<file path="src/rtl/mac_pkg.sv">
package mac_pkg;

  typedef enum logic [1:0] {
    MODE_MPY  = 2'd0,
    MODE_MPYS = 2'd1,
    MODE_MAC  = 2'd2,
    MODE_MACS = 2'd3
  } macMode_e;

  localparam int ADDR_W = 3;
  localparam logic [ADDR_W-1:0] ADDR_OP2 = 3'd4;
  localparam logic [ADDR_W-1:0] ADDR_LO  = 3'd5;
  localparam logic [ADDR_W-1:0] ADDR_HI  = 3'd6;
  localparam logic [ADDR_W-1:0] ADDR_EXT = 3'd7;

  typedef struct packed {
    logic     ldOp1;
    logic     ldOp2;
    logic     loadSigned;
    logic     byteWr;
    logic     capProd;
    logic     finish;
    logic     wrLo;
    logic     wrHi;
    logic     wrExt;
    macMode_e mode;
  } ctlStrobe_t;

endpackage

</file>
<file path="src/rtl/mac_ctrl.sv">
module mac_ctrl
  import mac_pkg::*;
#(
  parameter int RES_LAT = 3
) (
  input  logic              clk,
  input  logic              rstN,
  input  logic [ADDR_W-1:0] busAddr,
  input  logic              busWe,
  input  logic              busByte,
  output ctlStrobe_t        strb,
  output logic              busy,
  output macMode_e          modeQ
);

  logic [RES_LAT-1:0] pipeQ;
  macMode_e           runModeQ;
  logic               isOp1;
  logic               isOp2;

  assign isOp1 = busWe && (busAddr[ADDR_W-1:2] == '0);
  assign isOp2 = busWe && (busAddr == ADDR_OP2);

  always_ff @(posedge clk or negedge rstN) begin
    if (!rstN) begin
      modeQ    <= MODE_MPY;
      runModeQ <= MODE_MPY;
      pipeQ    <= '0;
    end else begin
      if (isOp1) modeQ <= macMode_e'(busAddr[1:0]);
      if (isOp2) begin
        runModeQ <= modeQ;
        pipeQ    <= RES_LAT'(1);
      end else begin
        pipeQ <= {pipeQ[RES_LAT-2:0], 1'b0};
      end
    end
  end

  assign busy = |pipeQ;

  always_comb begin
    strb.ldOp1      = isOp1;
    strb.ldOp2      = isOp2;
    strb.loadSigned = isOp1 ? busAddr[0] : modeQ[0];
    strb.byteWr     = busByte;
    strb.capProd    = pipeQ[0];
    strb.finish     = pipeQ[RES_LAT-1];
    // completion owns the result registers on its edge
    strb.wrLo       = busWe && (busAddr == ADDR_LO)  && !pipeQ[RES_LAT-1];
    strb.wrHi       = busWe && (busAddr == ADDR_HI)  && !pipeQ[RES_LAT-1];
    strb.wrExt      = busWe && (busAddr == ADDR_EXT) && !pipeQ[RES_LAT-1];
    strb.mode       = runModeQ;
  end

endmodule

</file>
<file path="src/rtl/mac_dpath.sv">
module mac_dpath
  import mac_pkg::*;
#(
  parameter int DATA_W = 16
) (
  input  logic              clk,
  input  logic              rstN,
  input  ctlStrobe_t        strb,
  input  logic [ADDR_W-1:0] busAddr,
  input  logic [DATA_W-1:0] busWData,
  input  logic              busy,
  input  macMode_e          modeQ,
  output logic [DATA_W-1:0] busRData,
  output logic [DATA_W-1:0] resLo,
  output logic [DATA_W-1:0] resHi,
  output logic [DATA_W-1:0] resExt
);

  localparam int PW  = 2 * DATA_W;
  localparam int PAD = DATA_W - 8;

  logic [DATA_W-1:0] op1Q, op2Q;
  logic [DATA_W-1:0] opVal, rawVal, extNext;
  logic [PW-1:0]     prodQ, uProd, sProd, accIn;
  logic [PW:0]       sumW;

  assign opVal  = strb.byteWr ? {{PAD{strb.loadSigned & busWData[7]}}, busWData[7:0]} : busWData;
  assign rawVal = strb.byteWr ? {{PAD{1'b0}}, busWData[7:0]} : busWData;

  assign uProd = {{DATA_W{1'b0}}, op1Q} * {{DATA_W{1'b0}}, op2Q};
  assign sProd = {{DATA_W{op1Q[DATA_W-1]}}, op1Q} * {{DATA_W{op2Q[DATA_W-1]}}, op2Q};

  assign accIn = strb.mode[1] ? {resHi, resLo} : '0;
  assign sumW  = {1'b0, accIn} + {1'b0, prodQ};

  always_comb begin
    unique case (strb.mode)
      MODE_MPY:          extNext = '0;
      MODE_MAC:          extNext = {{(DATA_W-1){1'b0}}, sumW[PW]};
      MODE_MPYS, MODE_MACS: extNext = {DATA_W{sumW[PW-1]}};
      default:           extNext = '0;
    endcase
  end

  always_ff @(posedge clk or negedge rstN) begin
    if (!rstN) begin
      op1Q   <= '0;
      op2Q   <= '0;
      prodQ  <= '0;
      resLo  <= '0;
      resHi  <= '0;
      resExt <= '0;
    end else begin
      if (strb.ldOp1) op1Q <= opVal;
      if (strb.ldOp2) op2Q <= opVal;
      if (strb.capProd) prodQ <= strb.mode[0] ? sProd : uProd;
      if (strb.finish) begin
        resLo  <= sumW[DATA_W-1:0];
        resHi  <= sumW[PW-1:DATA_W];
        resExt <= extNext;
      end else begin
        if (strb.wrLo)  resLo  <= rawVal;
        if (strb.wrHi)  resHi  <= rawVal;
        if (strb.wrExt) resExt <= rawVal;
      end
    end
  end

  always_comb begin
    unique case (busAddr)
      ADDR_OP2: busRData = op2Q;
      ADDR_LO:  busRData = resLo;
      ADDR_HI:  busRData = resHi;
      ADDR_EXT: busRData = resExt;
      default:  busRData = {{(DATA_W-3){1'b0}}, modeQ, busy};
    endcase
  end

endmodule

</file>
<file path="src/rtl/mac_periph.sv">
module mac_periph
  import mac_pkg::*;
#(
  parameter int DATA_W  = 16,
  parameter int RES_LAT = 3
) (
  input  logic              clk,
  input  logic              rstN,
  input  logic [2:0]        busAddr,
  input  logic              busWe,
  input  logic              busByte,
  input  logic [DATA_W-1:0] busWData,
  output logic [DATA_W-1:0] busRData
);

  ctlStrobe_t        strb;
  logic              busy;
  macMode_e          modeQ;
  logic [DATA_W-1:0] resLo, resHi, resExt;

  mac_ctrl #(.RES_LAT(RES_LAT)) u_ctrl (
    .clk     (clk),
    .rstN    (rstN),
    .busAddr (busAddr),
    .busWe   (busWe),
    .busByte (busByte),
    .strb    (strb),
    .busy    (busy),
    .modeQ   (modeQ)
  );

  mac_dpath #(.DATA_W(DATA_W)) u_dpath (
    .clk      (clk),
    .rstN     (rstN),
    .strb     (strb),
    .busAddr  (busAddr),
    .busWData (busWData),
    .busy     (busy),
    .modeQ    (modeQ),
    .busRData (busRData),
    .resLo    (resLo),
    .resHi    (resHi),
    .resExt   (resExt)
  );

endmodule

</file>
<file path="config.mk">
export PLATFORM = sky130hd
export DESIGN_NAME = mac_periph
export DESIGN_NICKNAME = d
export VERILOG_FILES = /design/src/rtl/mac_pkg.sv /design/src/rtl/mac_ctrl.sv /design/src/rtl/mac_dpath.sv /design/src/rtl/mac_periph.sv
export SDC_FILE = /design/constraint.sdc
export NUM_CORES = 1
export LEC_CHECK = 0
export BUFFER_PORTS_ARGS = -buffer_cell sky130_fd_sc_hd__buf_2
export CORE_ASPECT_RATIO = 1.2
export CORE_MARGIN = 1
export CORE_UTILIZATION = 50
export DETAILED_ROUTE_END_ITERATION = 7
export GPL_ROUTABILITY_DRIVEN = 0
export HOLD_SLACK_MARGIN = 0.06
export PLACE_DENSITY = 0.8
export SYNTH_ARGS = -nofsm -noshare
export SYNTH_HDL_FRONTEND = slang
export SYNTH_SLANG_ARGS = --single-unit
</file>
<file path="constraint.sdc">
create_clock -name clk -period 6.6 [get_ports clk]
set_clock_uncertainty 0.15 [all_clocks]
set_input_delay 0.66 -clock clk [delete_from_list [all_inputs] [get_ports clk]]
set_output_delay 0.66 -clock clk [all_outputs]
set_load 0.05 [all_outputs]
</file>
==> Implementation_results.wiki <==
{| class="wikitable"
! Metric !! Value
|-
| Post-CTS clock slew at the launch and capture registers of the worst setup and hold paths || about 0.060 ns
|-
| Count of distinct cell types in the synthesized netlist || slightly below 80
|-
| Crit-path slowest cell || sky130_fd_sc_hd__fa_1
|-
| Number of sinks handled by clock tree synthesis || between 100 and 150
|-
| Number of I/O pins || 39
|-
| Slowest cell delay on critical path || ~0.57 ns
|-
| Slack of the critical path || between 0.015 and 0.02 ns
|-
| Synth top cells by count || sky130_fd_sc_hd__inv_1, sky130_fd_sc_hd__fa_1, sky130_fd_sc_hd__nand2_1, sky130_fd_sc_hd__ha_1, sky130_fd_sc_hd__and2_1
|-
| Number of enable-type register cells in the synthesized netlist || 0
|-
| Die H || approximately 230 um
|-
| Effective utilization at floorplan || 0.507
|-
| Most area-consuming cells after synthesis || sky130_fd_sc_hd__fa_1, sky130_fd_sc_hd__dfrtp_1, sky130_fd_sc_hd__ha_1
|-
| Number of flip-flops and latches in the synthesized netlist || around 120
|-
| Fraction of final layout cells sized beyond drive strength 1 || 0.136
|-
| Path type of the worst setup path || register to register
|-
| Root cell of the clock tree || sky130_fd_sc_hd__clkbuf_16
|-
| Max Transition Viols Final || 0
|-
| Worst Setup Slack post-DPL || -0.244 ns
|-
| Insertion delay to the later sink of the worst-skew pair || 0.43 ns
|-
| Biggest area consumer among synthesized cells || sky130_fd_sc_hd__fa_1
|-
| Via density per instance || just under 6
|-
| Number of vias in the routed layout || approximately 18000
|-
| Detailed-route DRC error count || 0
|-
| Initial DRC count || approximately 1400
|-
| Combined buffer and inverter count along the critical path || 6
|-
| Detail-routed net length per standard cell || approximately 20 um
|-
| Buffers on Ports || 38
|-
| Post-synthesis instance total || 2364
|-
| Highest net fanout along the worst path || 7
|-
| Post-synthesis average cell area || 9.20 um2
|-
| Maximum number of pins on one net before global-route repair || 67
|-
| First-pass GRT wire length || slightly below 100000 um
|-
| Proportion of register bits with asynchronous set or reset after synthesis || 1.00
|-
| Area of the placeable core || around 43000 um2
|-
| Worst-Margin Slew || around 1.2 ns
|-
| Headroom to the max-slew limit || 0.197
|-
| Grt total ovfl || 0
|-
| Worst hold path type || primary input to async pin
|-
| Number of nets with antenna violations after detailed routing || 0
|-
| DP Wirelength || 48300 um
|-
| Fmax || 152 MHz
|-
| Post-DP Area || between 20000 and 25000 um2
|-
| Share of the cycle needed by the critical path after routing || 0.997
|-
| Critical path capture point type || register
|-
| Cell with the most instances after synthesis || sky130_fd_sc_hd__inv_1
|-
| Final setup violation count || 0
|-
| Category of cells accounting for the largest share of critical-path delay || adder cells
|-
| Final Hold Fails || 0
|-
| Required time of the critical path || around 6.7 ns
|-
| Worst Setup Start Kind || register
|-
| Die X || approximately 190 um
|-
| Top cell type's share of synthesized area || 0.338
|-
| Main flop type after synthesis || sky130_fd_sc_hd__dfrtp_1
|-
| Number of levels the H-tree was split into || 4
|-
| Data arrival time of the critical path || between 6 and 7 ns
|-
| CTS tree || built
|-
| Initial antenna violation count || 2
|-
| Setup repair after global routing missed its margin || true
|-
| Max-capacitance violation count || 0
|-
| Summed instance area of the synthesized netlist || around 22000 um2
|-
| Ordered cell list for the critical path || buf_4 -> nand2_1 -> fa_1 -> fa_1 -> fa_1 -> inv_1 -> fa_1 -> fa_1 -> inv_1 -> fa_1 -> inv_1 -> ha_1 -> a211oi_2 -> o21bai_1 -> a21o_1 -> a31o_4 -> a221o_1 -> buf_4 -> buf_4 -> xnor2_1 -> nand2_1 -> o21ai_1 -> a21oi_1
|-
| Length of the first detailed-routing pass in iterations || 6
|-
| Result of the run || completed
|-
| Number of hold-repair buffers added at the cts stage || 0
|-
| Number of nets produced by synthesis || approximately 3000
|-
| Floorplan row count || between 80 and 90
|-
| Post-Route WL || between 60000 and 70000 um
|-
| Crit path top cell by count || sky130_fd_sc_hd__fa_1
|-
| Finished Cell Area || between 20000 and 25000 um2
|-
| Maximum count of clock buffers along a single path || 2
|-
| Sequential element share of the synthesized area || 0.137
|-
| Cts bufs inserted || 17
|-
| Yosys warns || 0
|-
| Area delta synth->final || 11.4%
|-
| GRT Overall Usage || 0.285
|-
| NumNets Final || around 3000
|-
| Vias in the first global route || approximately 19000
|-
| WHS || ~0.16 ns
|-
| Final-layout fill cell count || between 3000 and 4000
|-
| Final period demand of the worst path || 6.58 ns
|-
| Die area || about 44000 um2
|}
-- worst register-to-register path, stage by stage, from the launching register on --
cell	delay, ns
sky130_fd_sc_hd__dfrtp_1	0.54
sky130_fd_sc_hd__buf_4	0.26
sky130_fd_sc_hd__nand2_1	0.12
sky130_fd_sc_hd__fa_1	0.57
sky130_fd_sc_hd__fa_1	0.48
sky130_fd_sc_hd__fa_1	0.53
sky130_fd_sc_hd__inv_1	0.07
sky130_fd_sc_hd__fa_1	0.53
sky130_fd_sc_hd__fa_1	0.51
sky130_fd_sc_hd__inv_1	0.05
sky130_fd_sc_hd__fa_1	0.49
sky130_fd_sc_hd__inv_1	0.05
sky130_fd_sc_hd__ha_1	0.30
sky130_fd_sc_hd__a211oi_2	0.18
sky130_fd_sc_hd__o21bai_1	0.09
sky130_fd_sc_hd__a21o_1	0.18
sky130_fd_sc_hd__a31o_4	0.22
sky130_fd_sc_hd__a221o_1	0.39
sky130_fd_sc_hd__buf_4	0.18
sky130_fd_sc_hd__buf_4	0.13
sky130_fd_sc_hd__xnor2_1	0.14
sky130_fd_sc_hd__nand2_1	0.07
sky130_fd_sc_hd__o21ai_1	0.12
sky130_fd_sc_hd__a21oi_1	0.09
-- through the flow --
| stage | utilization | cells | setup TNS, ns |
|---|---|---|---|
| after CTS | 0.558 | 3020 | -0.00894 |
| after global placement | 0.542 | 2986 | -0.0470 |
| after floorplan | - | 2364 | 0 |
| final | 0.565 | 3033 | 0 |
| after global routing | 0.565 | 3031 | -0.606 |
| after detailed placement | 0.542 | 2986 | -0.579 |
-- layout by cell type, fill, tap and decap left out, drive strengths merged, types with 50 or more instances in the layout --
master  netlist  final
inv         481    485
fa          367    367
nand2       235    235
ha          184    184
buf           7    173
and2        170    170
dfrtp       119    119
nor2        117    117
a21oi        97     97
o21ai        76     76
xnor2        50     50
-- path summary, 6_finish.rpt --
check / start / to / slack [ns] / cells past startpoint
max in group asynchronous: rstN / u_dpath.prodQ[31]$_DFFE_PN0P_ / 4.89 / 2
max: u_dpath.op2Q[7]$_DFFE_PN0P_ / u_dpath.prodQ[25]$_DFFE_PN0P_ / 0.02 / 23
min: rstN / u_dpath.prodQ[5]$_DFFE_PN0P_ / 0.16 / 1
min in group clk: u_dpath.prodQ[2]$_DFFE_PN0P_ / u_dpath.prodQ[2]$_DFFE_PN0P_ / 0.37 / 1
min reg2reg: u_dpath.prodQ[2]$_DFFE_PN0P_ / u_dpath.prodQ[2]$_DFFE_PN0P_ / 0.37 / 1
max reg2reg: u_dpath.op2Q[7]$_DFFE_PN0P_ / u_dpath.prodQ[25]$_DFFE_PN0P_ / 0.02 / 23
-- logic make-up (layout without fill, tap and decap cells) --
| group | after synthesis | count (layout) | share of synthesized area |
|---|---|---|---|
| other | 0 | 2 | 0 |
| flip-flops | 119 | 119 | 0.137 |
| adder cells (fa/ha/maj) | 551 | 551 | 0.443 |
| buffers and inverters | 573 | 688 | 0.0994 |
| XOR/XNOR | 77 | 77 | 0.0310 |
| multiplexers | 62 | 62 | 0.0394 |
| AO/OA/AOI/OAI | 373 | 373 | 0.116 |
| AND/OR/NAND/NOR | 609 | 609 | 0.134 |
-- metal layers --
| layer | global-route usage | vias to the layer above | routed length [um] |
|---|---|---|---|
| li1 | - | 7682 | - |
| met1 | 0.346 | 8846 | 22000 |
| met2 | 0.483 | 849 | 29800 |
| met3 | 0.0458 | 248 | 4730 |
| met4 | 0.151 | 2 | 3660 |
| met5 | 0 | - | 12 |
-- repair_timing --
| action | 4_1_cts | 5_1_grt |
|---|---|---|
| setup buffers | 2 | 11 |
| resized for setup | 14 | 63 |
| endpoints found under the setup margin | 4 | 9 |
| pin swaps | 6 | 29 |
-- state kept, by name, summed over array words and instances, names as in the netlist --
| signal | count |
|---|---|
| u_dpath.op1Q | 16 |
| u_dpath.prodQ | 32 |
| u_ctrl.modeQ | 2 |
| u_ctrl.pipeQ | 3 |
| u_ctrl.runModeQ | 2 |
| u_dpath.resLo | 16 |
| u_dpath.resHi | 16 |
| u_dpath.resExt | 16 |
| u_dpath.op2Q | 16 |
-- layout make-up --
cell class,instances,area (um2),share of cell area
antenna,2,5.00,0.000207
timing repair buffer,173,1250,0.0516
inverter,483,1820,0.0750
sequential,119,2990,0.123
clock inverter,15,170,0.00702
multi-input combinational,1672,16900,0.697
tap,552,691,0.0285
clock buffer,17,425,0.0176
Power is not shown: default switching activity piles up to over one toggle a cycle in this logic, so the estimate is an artifact.
